==> config.mk <==
export PLATFORM = sky130hd
export DESIGN_NAME = pca_unit
export DESIGN_NICKNAME = d
export VERILOG_FILES = /design/src/rtl/pca_pkg.sv /design/src/rtl/pca_timebase.sv /design/src/rtl/pca_channel.sv /design/src/rtl/pca_unit.sv
export SDC_FILE = /design/constraint.sdc
export NUM_CORES = 1
export LEC_CHECK = 0
export ABC_AREA = 1
export BUFFER_PORTS_ARGS = -buffer_cell sky130_fd_sc_hd__buf_2
export CAP_MARGIN = 20
export CORE_AREA = 4 4 194 196
export CTS_CLUSTER_DIAMETER = 200
export CTS_CLUSTER_SIZE = 24
export DETAILED_ROUTE_END_ITERATION = 6
export DIE_AREA = 0 0 198 200
export PLACE_DENSITY_LB_ADDON = 0.08
export SLEW_MARGIN = 20
export SYNTH_ARGS = -nofsm -noshare
export SYNTH_HDL_FRONTEND = slang
export SYNTH_SLANG_ARGS = --single-unit
==> constraint.sdc <==
create_clock -name clk -period 3.04 [get_ports clk]
set_input_delay 0.152 -clock clk [delete_from_list [all_inputs] [get_ports clk]]
set_output_delay 0.152 -clock clk [all_outputs]
set_load 0.02 [all_outputs]
==> src/rtl/pca_pkg.sv <==
package pca_pkg;
  timeunit 1ns;
  timeprecision 1ps;

  typedef enum logic [2:0] {
    M_OFF    = 3'd0,
    M_CAPT   = 3'd1,
    M_SWTMR  = 3'd2,
    M_TOGGLE = 3'd3,
    M_FREQ   = 3'd4,
    M_PWM    = 3'd5
  } chmode_e;

  // Layout, msb first: inv(9) center(8) wsel(7:5) edges(4:3) mode(2:0)
  typedef struct packed {
    logic       inv;
    logic       center;
    logic [2:0] wsel;
    logic [1:0] edges;
    chmode_e    mode;
  } chcfg_t;

  localparam int CFG_W    = $bits(chcfg_t);
  localparam int REG_CTRL = 0;
  localparam int REG_CNT  = 1;
  localparam int REG_FLAG = 2;
  localparam int REG_IEN  = 3;
  localparam int REG_CH0  = 4;
endpackage

==> src/rtl/pca_timebase.sv <==
module pca_timebase #(
  parameter int CNT_W = 16,
  parameter int PRE_W = 3
) (
  input  logic             clk,
  input  logic             rst,
  input  logic             run,
  input  logic             src_ext,
  input  logic [PRE_W-1:0] presc,
  input  logic             ext_tick,
  input  logic             cnt_we,
  input  logic [CNT_W-1:0] cnt_wdata,
  output logic [CNT_W-1:0] cnt,
  output logic             step,
  output logic             ovf
);
  timeunit 1ns;
  timeprecision 1ps;

  localparam int DIV_W = (1 << PRE_W) - 1;

  logic [2:0]       ext_sync;
  logic             ext_rise;
  logic             src_evt;
  logic [DIV_W-1:0] pre;
  logic [DIV_W-1:0] lim;
  logic             tick;

  always_ff @(posedge clk) begin
    if (rst) ext_sync <= '0;
    else     ext_sync <= {ext_sync[1:0], ext_tick};
  end

  assign ext_rise = ext_sync[1] & ~ext_sync[2];
  assign src_evt  = src_ext ? ext_rise : 1'b1;

  always_comb begin
    for (int i = 0; i < DIV_W; i++) lim[i] = (i < int'(presc));
  end

  assign tick = run & src_evt & (pre == lim);

  always_ff @(posedge clk) begin
    if (rst || !run)  pre <= '0;
    else if (src_evt) pre <= (pre == lim) ? '0 : pre + 1'b1;
  end

  always_ff @(posedge clk) begin
    if (rst) begin
      cnt  <= '0;
      step <= 1'b0;
      ovf  <= 1'b0;
    end else begin
      if (cnt_we)    cnt <= cnt_wdata;
      else if (tick) cnt <= cnt + 1'b1;
      step <= tick & ~cnt_we;
      ovf  <= tick & ~cnt_we & (&cnt);
    end
  end

  // a stopped counter holds its value
  a_r2_hold_when_stopped: assert property (@(posedge clk) disable iff (rst)
    (!run && !cnt_we) |=> $stable(cnt));
  // a bus load beats a pending increment
  a_r2_load_wins: assert property (@(posedge clk) disable iff (rst)
    cnt_we |=> (cnt == $past(cnt_wdata)));
endmodule

==> src/rtl/pca_channel.sv <==
module pca_channel
  import pca_pkg::*;
#(
  parameter int CNT_W  = 16,
  parameter int FREQ_W = 8
) (
  input  logic             clk,
  input  logic             rst,
  input  chcfg_t           cfg,
  input  logic             cmp_we,
  input  logic [CNT_W-1:0] cmp_wdata,
  input  logic [CNT_W-1:0] cnt,
  input  logic             step,
  input  logic             kill,
  input  logic             ch_in,
  output logic [CNT_W-1:0] cmp_q,
  output logic             evt,
  output logic             pin
);
  timeunit 1ns;
  timeprecision 1ps;

  logic [2:0]        in_sync;
  logic              rise, fall, cap_hit, match;
  logic [CNT_W-1:0]  shadow, eff, mask, half, lowbits, tri_v;
  logic              boundary, dir, act, tog, pre_pin, is_pwm;
  logic [FREQ_W-1:0] fpt;
  logic              f_hit;

  function automatic logic [CNT_W-1:0] width_mask(input logic [2:0] ws);
    int w;
    case (ws)
      3'd0:    w = 8;
      3'd1:    w = 9;
      3'd2:    w = 10;
      3'd3:    w = 11;
      default: w = 16;
    endcase
    if (w > CNT_W) w = CNT_W;
    for (int i = 0; i < CNT_W; i++) width_mask[i] = (i < w);
  endfunction

  always_ff @(posedge clk) begin
    if (rst) in_sync <= '0;
    else     in_sync <= {in_sync[1:0], ch_in};
  end

  assign rise    = in_sync[1] & ~in_sync[2];
  assign fall    = ~in_sync[1] & in_sync[2];
  assign cap_hit = (cfg.mode == M_CAPT) &&
                   ((cfg.edges[0] && rise) || (cfg.edges[1] && fall));
  assign match   = step && (cnt == cmp_q);
  assign is_pwm  = (cfg.mode == M_PWM);

  always_ff @(posedge clk) begin
    if (rst)          cmp_q <= '0;
    else if (cmp_we)  cmp_q <= cmp_wdata;
    else if (cap_hit) cmp_q <= cnt;
  end

  assign evt = cap_hit ||
               (match && (cfg.mode == M_SWTMR || cfg.mode == M_TOGGLE));

  // PWM geometry
  assign mask     = width_mask(cfg.wsel);
  assign half     = mask >> 1;
  assign lowbits  = cnt & mask;
  assign boundary = step && (lowbits == '0);
  assign eff      = (!is_pwm || boundary) ? cmp_q : shadow;
  assign dir      = |(cnt & (mask ^ half));
  assign tri_v    = dir ? (~cnt & half) : (cnt & half);
  assign act      = cfg.center ? (tri_v < (eff & half)) : (lowbits < (eff & mask));

  always_ff @(posedge clk) begin
    if (rst)                       shadow <= '0;
    else if (!is_pwm || boundary)  shadow <= cmp_q;
  end

  // Toggle and frequency outputs
  assign f_hit = (cfg.mode == M_FREQ) && step && (cnt[FREQ_W-1:0] == fpt);

  always_ff @(posedge clk) begin
    if (rst) begin
      fpt <= '0;
      tog <= 1'b0;
    end else begin
      if (cfg.mode != M_FREQ) fpt <= cnt[FREQ_W-1:0] + cmp_q[FREQ_W-1:0];
      else if (f_hit)         fpt <= fpt + cmp_q[FREQ_W-1:0];
      if (f_hit || (cfg.mode == M_TOGGLE && match)) tog <= ~tog;
    end
  end

  always_comb begin
    case (cfg.mode)
      M_PWM:            pre_pin = act;
      M_TOGGLE, M_FREQ: pre_pin = tog;
      default:          pre_pin = 1'b0;
    endcase
  end

  always_ff @(posedge clk) begin
    if (rst)                 pin <= 1'b0;
    else if (is_pwm && kill) pin <= cfg.inv;
    else                     pin <= pre_pin ^ cfg.inv;
  end

  // kill parks a PWM pin at its inactive level
  a_r11_kill_inactive: assert property (@(posedge clk) disable iff (rst)
    (is_pwm && kill) |=> (pin == $past(cfg.inv)));
  // a software timer never drives its pin
  a_r4_timer_pin_quiet: assert property (@(posedge clk) disable iff (rst)
    (cfg.mode == M_SWTMR) |=> (pin == $past(cfg.inv)));
  // a capture stores the counter value seen at the edge
  a_r3_capture_value: assert property (@(posedge clk) disable iff (rst)
    (cap_hit && !cmp_we) |=> (cmp_q == $past(cnt)));
endmodule

==> src/rtl/pca_unit.sv <==
module pca_unit
  import pca_pkg::*;
#(
  parameter int NUM_CH = 3,
  parameter int CNT_W  = 16,
  parameter int PRE_W  = 3,
  parameter int ADDR_W = 4,
  parameter int FREQ_W = 8
) (
  input  logic              clk,
  input  logic              rst,
  input  logic              wr_en,
  input  logic [ADDR_W-1:0] addr,
  input  logic [CNT_W-1:0]  wdata,
  output logic [CNT_W-1:0]  rdata,
  input  logic              ext_tick,
  input  logic              kill,
  input  logic [NUM_CH-1:0] ch_in,
  output logic [NUM_CH-1:0] ch_out,
  output logic              irq
);
  timeunit 1ns;
  timeprecision 1ps;

  localparam int FLG_W = NUM_CH + 1;
  localparam int CTL_W = 2 + PRE_W;

  logic [CTL_W-1:0]  ctrl;
  logic [FLG_W-1:0]  flags, ien, set_vec, clr_vec;
  logic [CNT_W-1:0]  cnt;
  logic              step, ovf;
  logic [NUM_CH-1:0] ch_evt;
  chcfg_t            cfg_q [NUM_CH];
  logic [CNT_W-1:0]  cmp_q [NUM_CH];
  logic              we_ctrl, we_cnt, we_flag, we_ien;

  assign we_ctrl = wr_en && (int'(addr) == REG_CTRL);
  assign we_cnt  = wr_en && (int'(addr) == REG_CNT);
  assign we_flag = wr_en && (int'(addr) == REG_FLAG);
  assign we_ien  = wr_en && (int'(addr) == REG_IEN);

  always_ff @(posedge clk) begin
    if (rst) begin
      ctrl <= '0;
      ien  <= '0;
    end else begin
      if (we_ctrl) ctrl <= wdata[CTL_W-1:0];
      if (we_ien)  ien  <= wdata[FLG_W-1:0];
    end
  end

  pca_timebase #(.CNT_W(CNT_W), .PRE_W(PRE_W)) u_tb (
    .clk      (clk),
    .rst      (rst),
    .run      (ctrl[0]),
    .src_ext  (ctrl[1]),
    .presc    (ctrl[CTL_W-1:2]),
    .ext_tick (ext_tick),
    .cnt_we   (we_cnt),
    .cnt_wdata(wdata),
    .cnt      (cnt),
    .step     (step),
    .ovf      (ovf)
  );

  for (genvar g = 0; g < NUM_CH; g++) begin : g_ch
    logic cfg_we, cmp_we;
    assign cfg_we = wr_en && (int'(addr) == REG_CH0 + 2 * g);
    assign cmp_we = wr_en && (int'(addr) == REG_CH0 + 2 * g + 1);

    always_ff @(posedge clk) begin
      if (rst)         cfg_q[g] <= '0;
      else if (cfg_we) cfg_q[g] <= chcfg_t'(wdata[CFG_W-1:0]);
    end

    pca_channel #(.CNT_W(CNT_W), .FREQ_W(FREQ_W)) u_ch (
      .clk      (clk),
      .rst      (rst),
      .cfg      (cfg_q[g]),
      .cmp_we   (cmp_we),
      .cmp_wdata(wdata),
      .cnt      (cnt),
      .step     (step),
      .kill     (kill),
      .ch_in    (ch_in[g]),
      .cmp_q    (cmp_q[g]),
      .evt      (ch_evt[g]),
      .pin      (ch_out[g])
    );
  end

  assign set_vec = {ovf, ch_evt};
  assign clr_vec = we_flag ? wdata[FLG_W-1:0] : '0;

  always_ff @(posedge clk) begin
    if (rst) begin
      flags <= '0;
      irq   <= 1'b0;
    end else begin
      flags <= (flags & ~clr_vec) | set_vec;
      irq   <= |(flags & ien);
    end
  end

  always_ff @(posedge clk) begin
    if (rst) begin
      rdata <= '0;
    end else begin
      rdata <= '0;
      case (int'(addr))
        REG_CTRL: rdata <= CNT_W'(ctrl);
        REG_CNT:  rdata <= cnt;
        REG_FLAG: rdata <= CNT_W'(flags);
        REG_IEN:  rdata <= CNT_W'(ien);
        default: begin
          for (int i = 0; i < NUM_CH; i++) begin
            if (int'(addr) == REG_CH0 + 2 * i)     rdata <= CNT_W'(cfg_q[i]);
            if (int'(addr) == REG_CH0 + 2 * i + 1) rdata <= cmp_q[i];
          end
        end
      endcase
    end
  end

  // an event in the same cycle as a clear keeps its flag set
  a_r12_set_wins: assert property (@(posedge clk) disable iff (rst)
    (|set_vec) |=> ((flags & $past(set_vec)) == $past(set_vec)));
  // interrupt follows enabled flags one cycle later
  a_r12_irq_follows: assert property (@(posedge clk) disable iff (rst)
    1'b1 |=> (irq == |($past(flags) & $past(ien))));
endmodule

==> metrics.cfg, run 1 <==
[critical_path]
path_cells = buf_6, o21ai_2, nand2_1, nor2_4, nand3_4, nand2_4, o21a_1, nand2_2, ha_4, a21oi_2, nand3b_1, a21oi_2, a2111oi_2, buf_4, nand2_2, nand2_2, nand3_2, nand2_2, nand3_2, nand2_1, nor2_1
critPathKind = reg -> reg
cp_common_cell = nand2_2
cp_slowest_stage_delay_ns = 0.52
worstSetupEndpointType = flip-flop
crit_family = simple AND/OR/NAND/NOR gates
critPathMaxFanout = 6
critPathLaunchType = flip-flop
worst-endpoint-arrival_ns = 3.53
critPathSlowestCell = edfxtp_1
cp_num_buf_inv = 2
cp.required_ns = 3.45

[die]
die_y_um = 200
start_util_pct = 41.4
die_w_um = 198
dieArea_mm2 = 0.0396
io_pins = 48
rows = 70
design.core.area_mm2 = 0.0361

[clock_network]
cts_buffer_depth = 3
cts_tree = done
htreeDepth = 1
clk_pin_slew_ns = 0.12
cts_buffers = 13
clk_latency_ns = 0.50
cts_num_sinks = 223
root_buffer = clkbuf_16

[global_routing]
grt_pass1_vias = 14100
grtUsageTotal_pct = 25.9
grt_max_degree = 67
overflow = 0
antenna_found_initial = 0
grt_pass1_wl_um = 81000

[power]
clock_power_share_pct = 31.0
p_leak_uw = 0.00811
p_sw_uw = 1890
max-vdd-ir-drop_v = 0.000328
p_int_uw = 4360
comb_power_share_pct = 18.5
pwr-share-seq_pct = 50.5
p_total_uw = 6250
p_per_area_mw_per_mm2 = 348
switching_share_pct = 30.3

[logic_synthesis]
synth_top_family_by_area = simple AND/OR/NAND/NOR gates
synth_compound_area_share_pct = 19.2
netlist_instances = 2143
yosys.area_share.simple_pct = 25.0
synthMuxAreaShare_pct = 0.201
async_flop_share_pct = 0
syn-num-nets = 2285
synth-xor-area-share_pct = 4.10
synth-seq-cells = 223
yosysUniqueCellTypes = 56
postSynthAreaPerCell_um2 = 6.98
ys_warn_count = 0
ys_seq_area_share_pct = 31.9
synth_fa_ha_area_share_pct = 9.69
yosys_most_used_dff = dfxtp_1
synth_area_mm2 = 0.0150
synth_edf_count = 30

[sta]
finalMaxSlewViolations = 0
fin_crit_sh_pct = 103
setup_tns_ns = -0.165
rsz0062_at_grt = true
fin_skew_ns = 0.0357
post-route-min-period_ns = 3.12
setup_viol = 3
hold_viol_final = 0
tightest_slew_ns = 0.841
hold_ws_ns = 0.0199
layout_setup_ws_ns = -0.0784
maxSlewHeadroom_pct = 43.8
fmax_mhz = 321

[drt]
routed_via_density = 5.43
wirelength_um = 53000
vias = 15000
drt-pass1-iter-count = 5
post_drt_wl_per_cell_um = 19.1
drt-initial-drc-count = 1057
drc_errors = 0
antenna_left = 0

[finish]
stdcell_area_mm2 = 0.0180
mostFrequentLayoutCell = nand2_1
final_cell_mix = nand2_1 (462), inv_1 (230), nor2_1 (191), dfxtp_1 (191), buf_4 (189)
final_util_pct = 49.8
finalNetCount = 2441
syn_to_final_growth_pct = 20.1
drive_above_1_share_pct = 18.6
n_antenna_cell = 0

[flow_run]
maxCapViolations = 0

[place]
place_congestion = 0.909
io_buffers = 47
postPlaceCellArea_mm2 = 0.0166
hpwl_um = 39800

[hold_path]
hp-class = in -> reg

[outcome]
status = finished, violations left
violations = negative setup slack

## layout make-up
cell class	count	area, um2
clock buffers	19	348
multi-input cells	1542	9300
clock inverters	1	20.0
repair buffers	264	1970
fillers	3655	18100
inverters	255	965
flip-flops and latches	223	4770
well taps	468	586
## logic make-up (layout without fill, tap and decap cells)
family | after synthesis | in the layout
muxes | 3 | 3
and+or+nand+nor | 879 | 880
buffers and inverters | 379 | 539
DFF | 223 | 223
xor gates and xnor gates | 70 | 70
AOI/OAI and AO/OA | 475 | 475
adders and majority gates | 114 | 114
## worst register-to-register path: stages (launching register included)
cell and delay, ns:
edfxtp_1 0.52, buf_6 0.18, o21ai_2 0.06, nand2_1 0.11, nor2_4 0.13, nand3_4 0.13, nand2_4 0.13, o21a_1 0.18
nand2_2 0.08, ha_4 0.22, a21oi_2 0.13, nand3b_1 0.13, a21oi_2 0.06, a2111oi_2 0.34, buf_4 0.18, nand2_2 0.05
nand2_2 0.06, nand3_2 0.07, nand2_2 0.10, nand3_2 0.06, nand2_1 0.06, nor2_1 0.04
## metrics by stage
stage,worst slack [ns],cells
2_1_floorplan,-0.0230,2143
3_3_place_gp,-0.279,2708
3_5_place_dp,-0.256,2708
4_1_cts,-0.104,2760
5_1_grt,-0.347,2772
6_report,-0.0784,2772
## path summary, 6_finish.rpt
| kind | from | to | slack [ns] | cells after the start |
|---|---|---|---|---|
| min reg2reg | g_ch[0].u_ch.in_sync[0] | g_ch[0].u_ch.in_sync[1] | 0.41 | 2 |
| max | cfg_q[1][7] | g_ch[1].u_ch.pin | -0.08 | 21 |
| max reg2reg | cfg_q[1][7] | g_ch[1].u_ch.pin | -0.08 | 21 |
| min | wdata[3] | ien[3] | 0.02 | 3 |
## power groups by stage
stage	clock, uW	combinational, uW	sequential [uW]
detailed placement	0	1020	3220
global route	2080	1280	3170
global placement	0	1020	3220
floorplan	0	647	3200
finish	1940	1160	3160
CTS	1990	1080	3150
## layer usage
layer | vias to the layer above | GRT usage, % | wire length [um]
met3 | 65 | 2.82 | 2770
met1 | 7101 | 35.9 | 24400
met2 | 417 | 43.7 | 24500
li1 | 7460 | - | -
met4 | 0 | 6.25 | 1250
met5 | - | 0 | 0
## cell usage after synthesis (13+ instances only)
master,n,share of area [%]
o21ai_0,143,4.8
nand3_1,77,2.6
inv_1,235,5.9
dfxtp_1,193,26
a21oi_1,124,4.2
nand4_1,27,1.1
nor2_1,196,4.9
edfxtp_1,30,6.0
nand2_1,487,12
clkbuf_1,94,2.4
o21a_1,32,1.6
a221oi_1,21,1.2
a211oi_1,37,1.9
nor3_1,25,0.84
xor2_1,62,3.6
a31oi_1,39,1.6
o2111ai_1,13,0.76
buf_2,17,0.57
ha_1,111,9.3
o22ai_1,31,1.3
inv_2,16,0.40
## flip-flops by register name (all words and copies together) (netlist names), 4 cells and up
| register | count |
|---|---|
| g_ch.u_ch.fpt | 24 |
| g_ch.u_ch.shadow | 48 |
| u_tb.pre | 7 |
| u_tb.cnt | 16 |
| ien | 4 |
| g_ch.u_ch.in_sync | 9 |
| rdata | 16 |
| g_ch.u_ch.cmp_q | 48 |
| cfg_q | 30 |
| ctrl | 5 |
| flags | 4 |
## timing repair
item	CTS	global route
setup endpoints to repair	3	6
setup buffers	15	12
hold buffers	16	0
pin swaps	26	53
endpoints found under the hold margin	28	0
resized for setup	47	89
cloned	1	0
Power figures use the tool's default switching activity.
==> run 2: changes to the inputs <==
- REMOVE_ABC_BUFFERS: not set -> 1
==> run 2 against run 1 <==
Compared with the run above: the flow still finishes with violations (negative setup slack); sequential share of layout area is 0.49 points higher; wire length is 5.5% higher; non-clock buffer count is 9 lower; worst setup slack better by 0.024 ns; combinational power hardly changed; cell count is 0.32% lower; die area stayed put; via count is 0.85% higher; total power is 0.51% lower; clock power hardly changed; core utilization is 0.89 points lower; critical endpoint unchanged.
==> metrics.cfg, run 2 (synthesized netlist as in run 1, its figures left out) <==
[power]
p_total_uw = 6220
p_per_area_mw_per_mm2 = 353
max-vdd-ir-drop_v = 0.000359
p_sw_uw = 1890
p_leak_uw = 0.00806
comb_power_share_pct = 18.3
p_int_uw = 4330
clock_power_share_pct = 31.0
pwr-share-seq_pct = 50.7
switching_share_pct = 30.4

[global_routing]
grt_pass1_wl_um = 84600
antenna_found_initial = 1
grtUsageTotal_pct = 27.5
grt_max_degree = 66
overflow = 0
grt_pass1_vias = 14300

[sta]
fmax_mhz = 323
rsz0062_at_grt = true
hold_ws_ns = 0.0221
fin_skew_ns = 0.0270
post-route-min-period_ns = 3.09
fin_crit_sh_pct = 102
layout_setup_ws_ns = -0.0544
tightest_slew_ns = 0.815
finalMaxSlewViolations = 0
hold_viol_final = 0
setup_viol = 1
maxSlewHeadroom_pct = 45.6

[critical_path]
path_cells = nor2_1, a21oi_1, nor2_4, nand3_4, nand2_8, o21a_1, nand2_1, ha_1, a21oi_1, nand3b_1, a21oi_2, a2111oi_2, buf_4, nand2_1, nand2_1, nand3_1, nand2_1, nand3_1, nand2_1, nor2_1
critPathLaunchType = flip-flop
worstSetupEndpointType = flip-flop
cp_common_cell = nand2_1
cp_slowest_stage_delay_ns = 0.49
critPathMaxFanout = 7
r2r_cells = 20
cp_num_cells = 20
critPathKind = reg -> reg
cp.required_ns = 3.44
crit_family = simple AND/OR/NAND/NOR gates
critPathSlowestCell = edfxtp_1
worst-endpoint-arrival_ns = 3.50
cp_num_buf_inv = 1

[outcome]
status = finished, violations left
violations = negative setup slack

[clock_network]
clk_pin_slew_ns = 0.11
cts_num_sinks = 223
clk_latency_ns = 0.49
cts_buffers = 13
root_buffer = clkbuf_16
cts_tree = done
cts_buffer_depth = 3
htreeDepth = 1

[die]
die_y_um = 200
design.core.area_mm2 = 0.0361
dieArea_mm2 = 0.0396
rows = 70
start_util_pct = 41.4
io_pins = 48
die_w_um = 198

[finish]
mostFrequentLayoutCell = nand2_1
final_cells = 2763
fill_cells = 3708
finalNetCount = 2433
largest_registers = g_ch.u_ch.cmp_q (48), g_ch.u_ch.shadow (48), cfg_q (30)
stdcell_area_mm2 = 0.0176
n_antenna_cell = 0
final_cell_mix = nand2_1 (480), inv_1 (231), nor2_1 (192)
syn_to_final_growth_pct = 18.0
drive_above_1_share_pct = 16.3

[drt]
antenna_left = 0
drt-pass1-iter-count = 5
drc_errors = 0
vias = 15200
wirelength_um = 55900
drt-initial-drc-count = 1424
routed_via_density = 5.49
post_drt_wl_per_cell_um = 20.2

[place]
io_buffers = 47
placedCellCount = 2707
postPlaceCellArea_mm2 = 0.0166
hpwl_um = 41700
place_congestion = 0.992
post-place-ws_ns = -0.342

[hold_path]
whs_path_depth = 3
hp-class = in -> reg

[flow_run]
maxCapViolations = 0

[run 2: changes by cell type in the layout (fill, tap and decap cells not counted), moves of 4 or more]
cell,before,now
nand3_1,71,75
a21oi_1,107,114
a21oi_2,16,10
buf_4,189,182
ha_4,21,7
nand3_2,8,2
ha_1,89,104
nand2_1,462,480
nand2_2,33,14
[run 2: worst min-delay path, cell delays in order]
cell	delay (ns)
buf_2	0.16
nand2_1	0.09
a31oi_1	0.07
[run 2: per-layer routing]
metal | share of wire (%) | track usage (%)
met5 | 0.030 | 0
met4 | 3.0 | 7.73
met3 | 7.0 | 2.74
met2 | 45 | 45.2
met1 | 45 | 38.7
[run 2: path summary, 6_finish.rpt]
check | from | to | slack (ns)
hold / removal | wdata[9] | g_ch[1].u_ch.cmp_q[9] | 0.02
setup / recovery | cfg_q[1][7] | g_ch[1].u_ch.pin | -0.05
hold reg to reg | u_tb.ext_sync[0] | u_tb.ext_sync[1] | 0.41
setup reg to reg | cfg_q[1][7] | g_ch[1].u_ch.pin | -0.05
[run 2: area by class of cell]
type                       instances  area [um2]  area share, %
multi-input combinational       1543        9050           51.3
sequential                       223        4770           27.0
clock buffer                      18         344           1.95
inverter                         255         962           5.46
timing repair buffer             255        1910           10.8
tap                              468         586           3.32
clock inverter                     1        20.0          0.113
[run 2: per-stage QoR]
| stage | utilization, % | setup TNS, ns |
|---|---|---|
| after floorplan | - | -0.896 |
| after global placement | 46.0 | -0.553 |
| after detailed placement | 46.0 | -0.657 |
| after CTS | 48.2 | -0.0306 |
| after global routing | 48.9 | -0.609 |
| final | 48.9 | -0.0544 |
[run 2: power groups by stage]
stage,combinational [uW],clock [uW],sequential (uW)
2_1_floorplan,567,0,3220
3_3_place_gp,1030,0,3220
3_5_place_dp,1040,0,3220
4_1_cts,1100,1980,3150
5_1_grt,1260,2060,3170
6_report,1140,1930,3150
[run 2: what timing repair did]
| action | CTS | global route |
|---|---|---|
| setup endpoints to repair | 3 | 15 |
| gates resized for setup | 41 | 51 |
| pin swaps | 19 | 27 |
| gates cloned | 2 | 0 |
| hold endpoints to repair | 21 | 0 |
| hold buffers | 14 | 0 |
| setup buffers | 19 | 8 |
